$ cat src/rtl/tick_pkg.sv
package tick_pkg;
  localparam int DATA_W   = 32;
  localparam int OFF_CTRL = 'h10;
  localparam int OFF_RLD  = 'h14;
  localparam int OFF_CUR  = 'h18;
  localparam int OFF_CAL  = 'h1C;
  localparam int FLAG_BIT = 16;
  localparam logic [DATA_W-1:0] CAL_KEEP = 32'hC0FF_FFFF;

  typedef struct packed {
    logic rate_full;
    logic irq_en;
    logic run;
  } tick_ctrl_t;
endpackage

$ cat src/rtl/tick_rate_gen.sv
module tick_rate_gen (
  input  logic clk,
  input  logic rst_n,
  input  logic run,
  input  logic rate_full,
  output logic tick
);
  logic phase_q, phase_d;

  always_comb begin
    phase_d = run & ~rate_full & ~phase_q;
    tick    = run & (rate_full | phase_q);
  end

  always_ff @(posedge clk or negedge rst_n) begin
    if (!rst_n) phase_q <= 1'b0;
    else        phase_q <= phase_d;
  end
endmodule

$ cat src/rtl/tick_down_counter.sv
module tick_down_counter #(
  parameter int CNT_W = 24
) (
  input  logic             clk,
  input  logic             rst_n,
  input  logic             tick,
  input  logic             clear,
  input  logic [CNT_W-1:0] reload_val,
  output logic [CNT_W-1:0] count,
  output logic             zero_evt
);
  localparam logic [CNT_W-1:0] ONE = CNT_W'(1);

  logic [CNT_W-1:0] cnt_q, cnt_d;

  always_comb begin
    cnt_d = cnt_q;
    if (clear)           cnt_d = '0;
    else if (tick) begin
      if (cnt_q == '0)   cnt_d = reload_val;
      else               cnt_d = cnt_q - ONE;
    end
    zero_evt = tick & ~clear & (cnt_q == ONE);
  end

  always_ff @(posedge clk or negedge rst_n) begin
    if (!rst_n) cnt_q <= '0;
    else        cnt_q <= cnt_d;
  end

  assign count = cnt_q;
endmodule

$ cat src/rtl/tick_status.sv
module tick_status (
  input  logic clk,
  input  logic rst_n,
  input  logic zero_evt,
  input  logic irq_en,
  input  logic rd_ctrl,
  input  logic wr_cur,
  input  logic irq_ack,
  output logic flag,
  output logic irq
);
  logic flag_q, flag_d, irq_q, irq_d;

  always_comb begin
    flag_d = flag_q;
    if (wr_cur)        flag_d = 1'b0;
    else if (zero_evt) flag_d = 1'b1;
    else if (rd_ctrl)  flag_d = 1'b0;

    irq_d = irq_q;
    if (zero_evt && irq_en) irq_d = 1'b1;
    else if (irq_ack)       irq_d = 1'b0;
  end

  always_ff @(posedge clk or negedge rst_n) begin
    if (!rst_n) begin
      flag_q <= 1'b0;
      irq_q  <= 1'b0;
    end else begin
      flag_q <= flag_d;
      irq_q  <= irq_d;
    end
  end

  assign flag = flag_q;
  assign irq  = irq_q;
endmodule

$ cat src/rtl/sys_tick_timer.sv
module sys_tick_timer
  import tick_pkg::*;
#(
  parameter int ADDR_W = 8,
  parameter int CNT_W  = 24
) (
  input  logic              clk,
  input  logic              rst_n,
  input  logic [ADDR_W-1:0] bus_addr,
  input  logic              bus_we,
  input  logic [31:0]       bus_wdata,
  input  logic              bus_re,
  output logic [31:0]       bus_rdata,
  input  logic [31:0]       cal_word,
  input  logic              irq_ack,
  output logic              irq_req
);
  localparam logic [ADDR_W-1:0] A_CTRL = ADDR_W'(OFF_CTRL);
  localparam logic [ADDR_W-1:0] A_RLD  = ADDR_W'(OFF_RLD);
  localparam logic [ADDR_W-1:0] A_CUR  = ADDR_W'(OFF_CUR);
  localparam logic [ADDR_W-1:0] A_CAL  = ADDR_W'(OFF_CAL);

  // reset: asserted at once, released through two flops
  logic rst_meta_q, rst_sync_q;
  always_ff @(posedge clk or negedge rst_n) begin
    if (!rst_n) begin
      rst_meta_q <= 1'b0;
      rst_sync_q <= 1'b0;
    end else begin
      rst_meta_q <= 1'b1;
      rst_sync_q <= rst_meta_q;
    end
  end

  // decode
  logic wr_ctrl, wr_rld, wr_cur, rd_ctrl;
  always_comb begin
    wr_ctrl = bus_we & (bus_addr == A_CTRL);
    wr_rld  = bus_we & (bus_addr == A_RLD);
    wr_cur  = bus_we & (bus_addr == A_CUR);
    rd_ctrl = bus_re & (bus_addr == A_CTRL);
  end

  // configuration registers
  tick_ctrl_t       ctrl_q, ctrl_d;
  logic [CNT_W-1:0] rld_q, rld_d;

  always_comb begin
    ctrl_d = ctrl_q;
    rld_d  = rld_q;
    if (wr_ctrl) ctrl_d = tick_ctrl_t'(bus_wdata[2:0]);
    if (wr_rld)  rld_d  = bus_wdata[CNT_W-1:0];
  end

  always_ff @(posedge clk or negedge rst_sync_q) begin
    if (!rst_sync_q) begin
      ctrl_q <= '0;
      rld_q  <= '0;
    end else begin
      ctrl_q <= ctrl_d;
      rld_q  <= rld_d;
    end
  end

  logic             tick, zero_evt, flag_q;
  logic [CNT_W-1:0] cnt_q;

  tick_rate_gen i_rate (
    .clk       (clk),
    .rst_n     (rst_sync_q),
    .run       (ctrl_q.run),
    .rate_full (ctrl_q.rate_full),
    .tick      (tick)
  );

  tick_down_counter #(.CNT_W(CNT_W)) i_cnt (
    .clk        (clk),
    .rst_n      (rst_sync_q),
    .tick       (tick),
    .clear      (wr_cur),
    .reload_val (rld_q),
    .count      (cnt_q),
    .zero_evt   (zero_evt)
  );

  tick_status i_stat (
    .clk      (clk),
    .rst_n    (rst_sync_q),
    .zero_evt (zero_evt),
    .irq_en   (ctrl_q.irq_en),
    .rd_ctrl  (rd_ctrl),
    .wr_cur   (wr_cur),
    .irq_ack  (irq_ack),
    .flag     (flag_q),
    .irq      (irq_req)
  );

  // read mux; a flag event in the read cycle is reported at once
  always_comb begin
    bus_rdata = '0;
    if (bus_re) begin
      unique case (bus_addr)
        A_CTRL: begin
          bus_rdata[2:0]      = ctrl_q;
          bus_rdata[FLAG_BIT] = flag_q | zero_evt;
        end
        A_RLD:   bus_rdata = DATA_W'(rld_q);
        A_CUR:   bus_rdata = DATA_W'(cnt_q);
        A_CAL:   bus_rdata = cal_word & CAL_KEEP;
        default: bus_rdata = '0;
      endcase
    end
  end
endmodule

$ cat config.mk
export PLATFORM = sky130hd
export DESIGN_NAME = sys_tick_timer
export DESIGN_NICKNAME = d
export VERILOG_FILES = /design/src/rtl/tick_pkg.sv /design/src/rtl/tick_rate_gen.sv /design/src/rtl/tick_down_counter.sv /design/src/rtl/tick_status.sv /design/src/rtl/sys_tick_timer.sv
export SDC_FILE = /design/constraint.sdc
export NUM_CORES = 1
export LEC_CHECK = 0
export BUFFER_PORTS_ARGS = -buffer_cell sky130_fd_sc_hd__buf_2
export CAP_MARGIN = 10
export CELL_PAD_IN_SITES_DETAIL_PLACEMENT = 1
export CELL_PAD_IN_SITES_GLOBAL_PLACEMENT = 2
export CORE_ASPECT_RATIO = 1.75
export CORE_MARGIN = 10
export CORE_UTILIZATION = 34
export CTS_CLUSTER_SIZE = 24
export DETAILED_ROUTE_END_ITERATION = 12
export PLACE_DENSITY_LB_ADDON = 0.12
export SLEW_MARGIN = 20
export SYNTH_ARGS = -nofsm -noshare
export SYNTH_HDL_FRONTEND = slang
export SYNTH_SLANG_ARGS = --single-unit
$ cat constraint.sdc
create_clock -name clk -period 6.4 [get_ports clk]
set_clock_uncertainty 0.15 [all_clocks]
set_input_delay 0.96 -clock clk [delete_from_list [all_inputs] [get_ports clk]]
set_output_delay 0.96 -clock clk [all_outputs]
set_load 0.01 [all_outputs]
# [Word level (Yosys, flattened, before mapping)]
# Index checks and enable logic that the tools add are counted.
# Widths: inputs -> output; s select.
[totals] register_bits=56 output_inout_bits=33
[op_classes] n_bitwise=14 n_eq_ne=5 reduce_logical=5 n_addsub=1 mux=13
[ops] op="$mux 24" count=3
[ops] op="$pmux 15 s3" count=1
[ops] op="$pmux 13 s3" count=1
[ops] op="$eq 8x5->1 const B" count=4
[ops] op="$mux 32" count=1
[ops] op="$eq 24x1->1 const B" count=1
[ops] op="$logic_not 24->1" count=1
[ops] op="$sub 24x1->24 const B" count=1
[ops] op="$pmux 3 s4" count=1
[ops] op="$and 1x1->1" count=9
[ops] op="$mux 1" count=5
[ops] op="$pmux 1 s4" count=1
[ops] op="$reduce_bool 2->1" count=2
[ops] op="$not 1->1" count=3
[ops] op="$reduce_bool 3->1" count=1
[ops] op="$or 1x1->1" count=2
[ops] op="$logic_and 1x1->1" count=1

# [Longest topological paths before layout]
# Gate-level depths: netlist (run 1).
[logic_depth] ltp_word=8 ltp_mapped=9 ltp_nobuf=7

# [Cells and area by module]
# Synthesis (run 1) repeated with hierarchy kept, for this count alone.
[hier_totals] cells_unflattened=375 hier_area_um2=3782.4
[by_module_without_submodules] module="sys_tick_timer" cells_per_inst=158 seq_area_each_um2=725.7 area_each_um2=1906.8 instances=1
[by_module_without_submodules] module="tick_down_counter" cells_per_inst=206 seq_area_each_um2=600.6 area_each_um2=1749.2 instances=1
[by_module_without_submodules] module="tick_status" cells_per_inst=8 seq_area_each_um2=50.0 area_each_um2=81.3 instances=1
[by_module_without_submodules] module="tick_rate_gen" cells_per_inst=3 seq_area_each_um2=25.0 area_each_um2=45.0 instances=1

# [Worst setup path after synthesis (run 1)]
# Ideal clock, no wire load.
[synth_path] kind="input port to output port" startpoint="input port bus_addr[5]" endpoint="output port bus_rdata[16]" setup_slack_ns=2.950 cell_stages=5 arrival_ns=2.340 n_path_buf=0 cell_sequence="or4b_4 > or2_4 > nor3_1 > o21ai_0 > a21oi_1"
[synth_between] elab_chain_len=8 elab_cells_between_ends=11
[synth_lines] item="start: declaration" line_no="sys_tick_timer.sv:9" rtl="input logic [ADDR_W-1:0] bus_addr,"
[synth_lines] item="$eq 8x5->1" line_no="sys_tick_timer.sv:40, sys_tick_timer.sv:102"
[synth_lines] item="$and 1x1->1" line_no="sys_tick_timer.sv:40" rtl="wr_cur = bus_we & (bus_addr == A_CUR);"
[synth_lines] item="$not 1->1" line_no="tick_down_counter.sv:23" rtl="zero_evt = tick & ~clear & (cnt_q == ONE);"
[synth_lines] item="$and 1x1->1 (2 in series)" line_no="tick_down_counter.sv:23"
[synth_lines] item="$or 1x1->1" line_no="sys_tick_timer.sv:105" rtl="bus_rdata[FLAG_BIT] = flag_q | zero_evt;"
[synth_lines] item="$pmux 1 s4 *" line_no="sys_tick_timer.sv:102" rtl="unique case (bus_addr)"
[synth_lines] item="$mux 32 *" line_no="sys_tick_timer.sv:101" rtl="if (bus_re) begin"
[synth_lines] item="end: declaration" line_no="sys_tick_timer.sv:13" rtl="output logic [31:0] bus_rdata,"
# Mark *: on every way between the ends. The rest lies on a longest branch, timed or not.

# [Worst setup path after layout (run 1)]
[layout_path] startpoint="input port bus_addr[2]" endpoint="output port bus_rdata[16]"
# The elaborated chain is that of the path after synthesis.

==> reports/results.ini, run 1 <==
[run_status]
status = finished clean

[route]
num_vias = 3269
drc = 0
wire_per_inst_um = 22.27
vias_per_cell = 5.715
drt_pass1_iterations = 4
drt_iter0_markers = 128
ant_nets = 0
wirelength_mm = 12.74

[critical_path]
worstReg2RegStart = i_cnt.count[0]
cp_max_fo = 29
criticalPathCategory = primary input to output port
arrival_ns = 3.29
r2r-end = i_cnt.count[21]
cp-end-kind = output port
cp.required_ns = 5.29
reg2reg_depth = 7
crit_path_start_kind = primary input
r2r_setup_slack_ns = 3.57

[timing]
period_needed_ns = 4.402
finalCritPeriodShare = 0.6879
rsz0062_at_grt = false
tightest_slew_ns = 0.9891
finalSetupTns_ns = 0
finalSetupViolations = 0
fmax_mhz = 227.1
final-max-slew-violation-count = 0
finalHoldViolCount = 0
relSlewSlack = 0.3382

[synth]
synth_warnings = 0
syn_inst = 368
synth-edff-count = 0
yosysTopAreaCell = dfrtp_1
avgSynthCellArea_um2 = 9.812
ys_seq_area_frac = 0.3881
ys_async_sr_fraction = 1.000
yosys_register_bits = 56
synth_top_area_frac = 0.3881
syn-cell-area_mm2 = 0.003611
yosys_most_used_dff = dfrtp_1
yosys-top-cells-area = dfrtp_1 (39%), mux2_2 (15%), a22oi_1 (4.4%)
synth_cell_types = 54

[floorplanning]
io_pins = 110
initial_core_util = 0.3485
die-area_mm2 = 0.01530
fp.dieW_um = 97.90
rows = 49
core_area_mm2 = 0.01036
die-height_um = 156.3

[flow_run]
drv_cap = 0

[power]
power-per-cell-area_mw_per_mm2 = 179.5
power.total_uw = 765.3
p_leak_uw = 0.001901
ir_drop_mv = 0.09333

[worst_hold_path]
min_to = rst_sync_q
holdCritPathClass = flop to flop
min_from = rst_meta_q
whs_path_depth = 0

[clock_network]
cts_hold_buf = 0
clock_latency_ns = 0.30
post-cts-setup-buffers = 0
numCtsBuffers = 5
clock-root-buffer = clkbuf_16
h-tree-depth = 2
cts_num_sinks = 56
cts_resized = 0
cts_tree = built
clk_pin_slew_worst_paths_ns = 0.08
cts_buffer_depth = 2

[layout]
final_core_util = 0.4114
final_common_cell = buf_2
syn2layout_area_growth_pct = 18.05
drive_above_1_share = 0.3798
antenna_cells = 0
layout_common_cells = buf_2 (89), dfrtp_1 (55), mux2_2 (48)
layout.nets = 523

[placed_design]
gp_routability_congestion = 0.7770
port_buffers = 89
dpl.hpwl_mm = 9.119

[global_route]
overflow = 0
antenna_found_initial = 0
grt_util_all_layers = 0.1652
grt_max_degree = 55
grt_first_pass_wirelength_mm = 20.49
grt_pass1_vias = 3698

state kept, by name, summed over array words and instances (netlist names):
register        count
ctrl_q              3
i_cnt.count        24
i_rate.phase_q      1
i_stat.flag         1
i_stat.irq          1
rld_q              24
rst_meta_q          1
rst_sync_q          1
critical path: stages:
cell and delay [ns]:
buf_2 0.54, nand3b_1 0.27, o31ai_2 0.08, buf_4 0.22
nor4_1 0.67, o21ai_0 0.19, a21oi_1 0.17, buf_2 0.18
through the flow:
| step | instances | setup WS, ns | area (um2) | hold WS (ns) |
|---|---|---|---|---|
| after floorplan | 373 | 2.950 | 3630 | 0.1812 |
| after global placement | 564 | 2.121 | 4114 | 0.1888 |
| after detailed placement | 564 | 2.076 | 4114 | 0.1971 |
| after CTS | 572 | 2.074 | 4263 | 0.2168 |
| after global routing | 572 | 1.832 | 4263 | 0.2217 |
| final | 572 | 1.998 | 4263 | 0.2100 |
final cells by class:
type	instances	area (um2)
repair buffers	94	483.0
inverters	9	33.78
clock buffers	5	125.1
well taps	127	158.9
fillers	1237	6098
flip-flops and latches	56	1403
multi-input cells	278	2036
clock inverters	3	23.77
kinds of logic (layout without fill, tap and decap cells):
family | Yosys count | after routing | synth area share
AND/OR/NAND/NOR | 121 | 121 | 0.1937
AO/OA/AOI/OAI | 92 | 92 | 0.1712
flip-flops | 56 | 56 | 0.3881
multiplexers | 55 | 55 | 0.1809
buffers and inverters | 39 | 111 | 0.05474
adder cells (fa/ha/maj) | 2 | 2 | 0.006929
other | 2 | 7 | 0.002080
XOR/XNOR | 1 | 1 | 0.002426
synthesized netlist by cell type, types with 3 or more instances:
master,number
dfrtp_1,56
mux2_2,48
nor2_1,34
nand2_1,22
a22oi_1,21
a21oi_1,18
o21ai_0,16
clkbuf_1,14
nor3_1,13
inv_1,9
nand3_1,9
a211oi_1,6
buf_4,6
nor4_1,6
or3_1,6
buf_2,5
nand4_1,5
o31ai_1,5
and3_1,4
nor3b_1,4
nor4_4,4
o22ai_1,4
o311ai_0,4
buf_6,3
mux2i_1,3
mux4_2,3
o211ai_1,3
power by group:
part	switching (uW)	internal, uW	total, uW
clock network	144	146	291
logic	44.8	44.7	89.5
registers	17.5	368	385
worst max-delay path by stage:
stage                           start             to  slack [ns]  depth (start not counted)
after floorplan           bus_addr[5]  bus_rdata[16]        2.95                          5
after global placement    bus_addr[2]  bus_rdata[16]        2.12                          8
after detailed placement  bus_addr[2]  bus_rdata[16]        2.08                          8
after global routing      bus_addr[2]  bus_rdata[16]        1.83                          8
after CTS                 bus_addr[2]  bus_rdata[16]        2.07                          8
final                     bus_addr[2]  bus_rdata[16]        2.00                          8
metal layers:
metal / GRT usage / part of all wire
met5: 0 / 0
met4: 0.05355 / 0.018
met3: 0.02601 / 0.040
met2: 0.3136 / 0.55
met1: 0.1798 / 0.39
Power figures use the tool's default switching activity.
==> run 2, diff against run 1 <==
--- a/config.mk
+++ b/config.mk
@@ -11,7 +11,7 @@
 export CELL_PAD_IN_SITES_GLOBAL_PLACEMENT = 2
 export CORE_ASPECT_RATIO = 1.75
 export CORE_MARGIN = 10
-export CORE_UTILIZATION = 34
+export CORE_UTILIZATION = 31
 export CTS_CLUSTER_SIZE = 24
 export DETAILED_ROUTE_END_ITERATION = 12
 export PLACE_DENSITY_LB_ADDON = 0.12
==> constraint.sdc (replaced) <==
create_clock -name clk -period 4.2 [get_ports clk]
set_clock_uncertainty 0.15 [all_clocks]
set_input_delay 0.63 -clock clk [delete_from_list [all_inputs] [get_ports clk]]
set_output_delay 0.63 -clock clk [all_outputs]
set_load 0.01 [all_outputs]
==> run 2 against run 1 <==
  * Critical path depth decreased by 2
  * Combinational power increased by 51%
  * Cell count up 2.3%
  * First-iteration DRC count shrank 8.6%
  * Highest routed layer unchanged
  * Clock power is 54% higher
  * Sequential cell count did not move
  * Sequential share of layout area fell by 0.35 points
  * Die area increased by 8.0%
==> reports/results.ini, run 2 (synthesized netlist as in run 1, its figures left out) <==
[run_status]
status = finished clean

[floorplanning]
fp.dieW_um = 101.6  ; +3.8%
io_pins = 110  ; unchanged
rows = 52  ; +6.1%
initial_core_util = 0.3136  ; -0.03495
die-height_um = 162.8  ; +4.1%
die-area_mm2 = 0.01654  ; +8.0%
core_area_mm2 = 0.01152  ; +11%

[timing]
period_needed_ns = 3.430
finalSetupViolations = 0  ; unchanged
finalCritPeriodShare = 0.8166
rsz0062_at_grt = false
fmax_mhz = 291.6
relSlewSlack = 0.3475  ; +0.009325
finalHoldViolCount = 0  ; unchanged
finalSetupTns_ns = 0  ; unchanged
tightest_slew_ns = 0.9752  ; -0.01394 ns
hold_ws_ns = 0.1705  ; -0.03952 ns
final-max-slew-violation-count = 0  ; unchanged

[clock_network]
h-tree-depth = 2  ; unchanged
clock-root-buffer = clkbuf_16
numCtsBuffers = 5  ; unchanged
cts_tree = built
clk_pin_slew_worst_paths_ns = 0.08  ; about the same
post-cts-setup-buffers = 0  ; unchanged
cts_resized = 0  ; unchanged
clock_latency_ns = 0.30  ; about the same
cts_buffer_depth = 2  ; unchanged
cts_num_sinks = 56  ; unchanged

[placed_design]
dp.cells = 576  ; +2.1%
gp_routability_congestion = 0.7826  ; +0.72%
dpl.hpwl_mm = 9.534  ; +4.6%
port_buffers = 89  ; unchanged

[power]
sw_frac_of_total = 0.2595  ; -0.01033
clkPwrFrac = 0.381  ; about the same
p_comb_frac = 0.115  ; -0.002
power-per-cell-area_mw_per_mm2 = 272.5  ; +52%
intPower_uw = 869.5  ; +56%
ir_drop_mv = 0.1780  ; +91%
pwr-share-seq = 0.505  ; +0.002
p_sw_uw = 304.7  ; +48%
p_leak_uw = 0.001928  ; +1.4%

[worst_hold_path]
holdCritPathClass = flop to async pin

[critical_path]
cp_cell_sequence = nor4_4, nand3_2, nor4_1, o21ai_0, a21oi_1, buf_2
cp.required_ns = 3.42  ; -1.87 ns
path_delay_family = simple AND/OR/NAND/NOR gates
slowest_delay_ns = 0.55  ; -0.12 ns
cp-end-kind = output port
cp.buffers_inverters = 1  ; -2
arrival_ns = 2.65  ; -0.64 ns
cp_max_fo = 9  ; -69%
slowest_stage = nor4_1
crit_path_start_kind = flop
criticalPathCategory = flop to output port

[flow_run]
drv_cap = 0  ; unchanged

[global_route]
grt_util_all_layers = 0.1581  ; -0.007090
grt_first_pass_wirelength_mm = 20.42  ; -0.30%
overflow = 0  ; unchanged
grt_pass1_vias = 3714  ; +0.43%
antenna_found_initial = 0  ; unchanged
grt_max_degree = 30  ; -45%

[layout]
syn2layout_area_growth_pct = 19.33
layout.nets = 528  ; +0.96%
final_common_cell = buf_2
layout_common_cells = buf_2 (89), dfrtp_1 (55), mux2_2 (48)
stdcell_count = 585  ; +2.3%
antenna_cells = 0  ; unchanged
drive_above_1_share = 0.3800  ; about the same

[route]
drc = 0  ; unchanged
wire_per_inst_um = 22.04  ; -1.0%
wirelength_mm = 12.89  ; +1.2%
drt_pass1_iterations = 4  ; unchanged
vias_per_cell = 5.574  ; -2.5%
ant_nets = 0  ; unchanged
drt_iter0_markers = 117  ; -8.6%
num_vias = 3261  ; -0.24%

[run 2: cell count changes in the layout (fill, tap and decap cells not counted)]
cell / before / now
clkbuf_8: 0 / 1
dlygate4sd3_1: 0 / 1
o31ai_2: 1 / 0
clkinvlp_4: 2 / 1
clkbuf_1: 0 / 1
o31ai_1: 4 / 5
clkinv_4: 1 / 0
buf_4: 5 / 9
[run 2: cell type report]
class,instances,area (um2)
flip-flops and latches,56,1403
inverters,9,33.78
multi-input cells,278,2031
fillers,1347,7207
clock inverters,1,7.507
clock buffers,7,142.6
well taps,135,168.9
repair buffers,99,523.0
[run 2: worst paths after layout]
kind                                 startpoint         endpoint  slack (ns)  depth (start not counted)
worst min register to register       rst_sync_q        rld_q[11]        0.17                          0
min in group clk                     rst_meta_q       rst_sync_q        0.21                          0
worst max register to register   i_cnt.count[0]  i_cnt.count[21]        1.40                          7
worst min-delay path                 rst_sync_q        rld_q[11]        0.17                          0
max in group asynchronous            rst_sync_q        ctrl_q[0]        2.87                          1
worst max-delay path            i_cnt.count[17]    bus_rdata[16]        0.77                          6
[run 2: metal layers]
metal,up-vias,global-route usage,wire length (um)
li1,1539,-,-
met1,1643,0.1733,5060
met2,72,0.2960,7027
met3,7,0.02974,657
met4,0,0.04379,148
met5,-,0,0
[run 2: repair_timing]
item / in CTS / in global routing
hold endpoints to repair: 2 / 0
setup endpoints to repair: 0 / 0
hold buffers: 1 / 0
[run 2: through the flow]
| step | area [um2] | total power, uW | setup WS, ns | utilization |
|---|---|---|---|---|
| 6_report | 4309 | 1174 | 0.7702 | 0.3742 |
| 5_1_grt | 4309 | 1235 | 0.5280 | 0.3742 |
| 4_1_cts | 4309 | 1194 | 0.7199 | 0.3742 |
| 3_5_place_dp | 4149 | 740.1 | 0.7696 | 0.3603 |
| 3_3_place_gp | 4149 | 734.8 | 0.8401 | 0.3603 |
| 2_1_floorplan | 3630 | 680.7 | 1.410 | - |
[run 2: power by group through the flow]
stage	Clock [uW]	Combinational [uW]	Sequential, uW
after floorplan	0	88.2	593
after global placement	0	131	603
after detailed placement	0	135	605
after CTS	463	137	594
after global routing	486	150	598
final	447	135	593
==> run 3, diff against run 2 <==
==> constraint.sdc (replaced) <==
create_clock -name clk -period 3.4 [get_ports clk]
set_clock_uncertainty 0.15 [all_clocks]
set_input_delay 0.51 -clock clk [delete_from_list [all_inputs] [get_ports clk]]
set_output_delay 0.51 -clock clk [all_outputs]
set_load 0.01 [all_outputs]
==> run 3 against run 2 <==
  * Critical endpoint unchanged
  * Cell count grew 1.5%
  * Total power rose by 23%
  * Die area stayed put
==> reports/results.ini, run 3 (synthesized netlist as in run 1, its figures left out) <==
[clock_network]
post-cts-setup-buffers = 0  ; unchanged
cts_tree = built
numCtsBuffers = 5  ; unchanged
h-tree-depth = 2  ; unchanged
cts_num_sinks = 56  ; unchanged
clk_pin_slew_worst_paths_ns = 0.07  ; about the same
cts_buffer_depth = 2  ; unchanged
cts_resized = 0  ; unchanged
clock-root-buffer = clkbuf_16
clock_latency_ns = 0.30  ; about the same
cts_hold_buf = 1  ; unchanged

[layout]
layout.nets = 537  ; +1.7%
layout_common_cells = buf_2 (89), dfrtp_1 (55), mux2_2 (48)
final-seq-area_mm2 = 0.001403  ; unchanged
nFillCells = 1359  ; +0.89%
syn2layout_area_growth_pct = 21.21
final_core_util = 0.3801  ; +0.005867
multiInputGateArea_mm2 = 0.002031  ; unchanged
drive_above_1_share = 0.3922  ; +0.01216
final_common_cell = buf_2
antenna_cells = 0  ; unchanged

[placed_design]
gp_routability_congestion = 0.8003  ; +2.3%
dpl.hpwl_mm = 9.483  ; -0.54%
port_buffers = 89  ; unchanged

[route]
num_vias = 3301  ; +1.2%
vias_per_cell = 5.557  ; -0.31%
drc = 0  ; unchanged
drt_pass1_iterations = 4  ; unchanged
wirelength_mm = 12.68  ; -1.7%
ant_nets = 0  ; unchanged
wire_per_inst_um = 21.34  ; -3.2%
drt_iter0_markers = 144  ; +23%

[critical_path]
slowest_stage = nor4_4
criticalPathCategory = flop to output port
cp_max_fo = 9  ; unchanged
cp-end-kind = output port
arrival_ns = 2.43  ; -0.22 ns
slowest_delay_ns = 0.51  ; -0.04 ns
crit_path_start_kind = flop
cp_cell_sequence = nor4_4, nand2_1, nor4_1, o21ai_0, a21oi_1, buf_2
cp.required_ns = 2.74  ; -0.68 ns

[timing]
fmax_mhz = 323.2
final-max-slew-violation-count = 0  ; unchanged
rsz0062_at_grt = false
finalCritPeriodShare = 0.9099
tightest_slew_ns = 0.7801  ; -0.1951 ns
period_needed_ns = 3.094
relSlewSlack = 0.4799  ; +0.1325
finalHoldViolCount = 0  ; unchanged
finalSetupTns_ns = 0  ; unchanged
finalSetupViolations = 0  ; unchanged
hold_ws_ns = 0.2187  ; +0.04824 ns

[run_status]
status = finished clean

[floorplanning]
core_area_mm2 = 0.01152  ; unchanged
die-height_um = 162.8  ; unchanged
die-area_mm2 = 0.01654  ; unchanged
initial_core_util = 0.3136  ; unchanged
fp.dieW_um = 101.6  ; unchanged
rows = 52  ; unchanged
io_pins = 110  ; unchanged

[global_route]
grt_util_all_layers = 0.1539  ; -0.004208
overflow = 0  ; unchanged
grt_max_degree = 55  ; +83%
grt_pass1_vias = 3612  ; -2.7%
antenna_found_initial = 0  ; unchanged
grt_first_pass_wirelength_mm = 20.04  ; -1.9%

[worst_hold_path]
holdCritPathClass = flop to flop

[flow_run]
drv_cap = 0  ; unchanged

[power]
p_leak_uw = 0.001974  ; +2.4%
power-per-cell-area_mw_per_mm2 = 330.8  ; +21%
ir_drop_mv = 0.1894  ; +6.4%

[run 3: changes by cell type in the layout (fill, tap and decap cells not counted)]
cell and change:
buf_4 +9
[run 3: critical path: cells and delay by family (launching register included)]
family | cells | cell delay (ns)
compound gates | 2 | 0.33
buf+inv | 1 | 0.15
simple gates | 3 | 1.17
flops | 1 | 0.49
[run 3: metrics by stage]
stage          setup WS, ns  instance area (um2)  cells  power [uW]
2_1_floorplan        0.8499                 3630    373       840.9
3_3_place_gp         0.5775                 4217    585       909.5
3_5_place_dp         0.5853                 4217    585       915.8
4_1_cts              0.2853                 4377    594        1472
5_1_grt             0.08762                 4377    594        1525
6_report             0.3063                 4377    594        1448
[run 3: layout make-up]
class / count / area share
clock buffers: 7 / 0.03259
clock inverters: 1 / 0.001715
inverters: 9 / 0.007719
multi-input cells: 278 / 0.4640
flip-flops and latches: 56 / 0.3205
well taps: 135 / 0.03859
repair buffers: 108 / 0.1349
[run 3: routing by layer]
| metal | routed length [um] | track usage | vias up |
|---|---|---|---|
| li1 | - | - | 1558 |
| met1 | 4979 | 0.1711 | 1657 |
| met2 | 6963 | 0.2859 | 75 |
| met3 | 571 | 0.02846 | 11 |
| met4 | 164 | 0.04183 | 0 |
| met5 | 0 | 0 | - |
[run 3: power by group]
group / leakage, uW / internal, uW / switching [uW]
clock network: 0.0000701 / 295 / 253
registers: 0.000730 / 692 / 33.1
logic: 0.00117 / 88.9 / 85.9
total: 0.00197 / 1080 / 372
[run 3: worst paths after layout]
| kind | slack (ns) | to | cells past startpoint | startpoint |
|---|---|---|---|---|
| worst max register to register | 0.75 | i_cnt.count[21] | 7 | i_cnt.count[1] |
| worst min-delay path | 0.22 | rst_sync_q | 0 | rst_meta_q |
| worst min register to register | 0.22 | rst_sync_q | 0 | rst_meta_q |
| worst max-delay path | 0.31 | bus_rdata[16] | 6 | i_cnt.count[8] |
| min in group asynchronous | 0.27 | rld_q[14] | 1 | rst_sync_q |
| max in group asynchronous | 2.31 | i_cnt.count[4] | 1 | rst_sync_q |
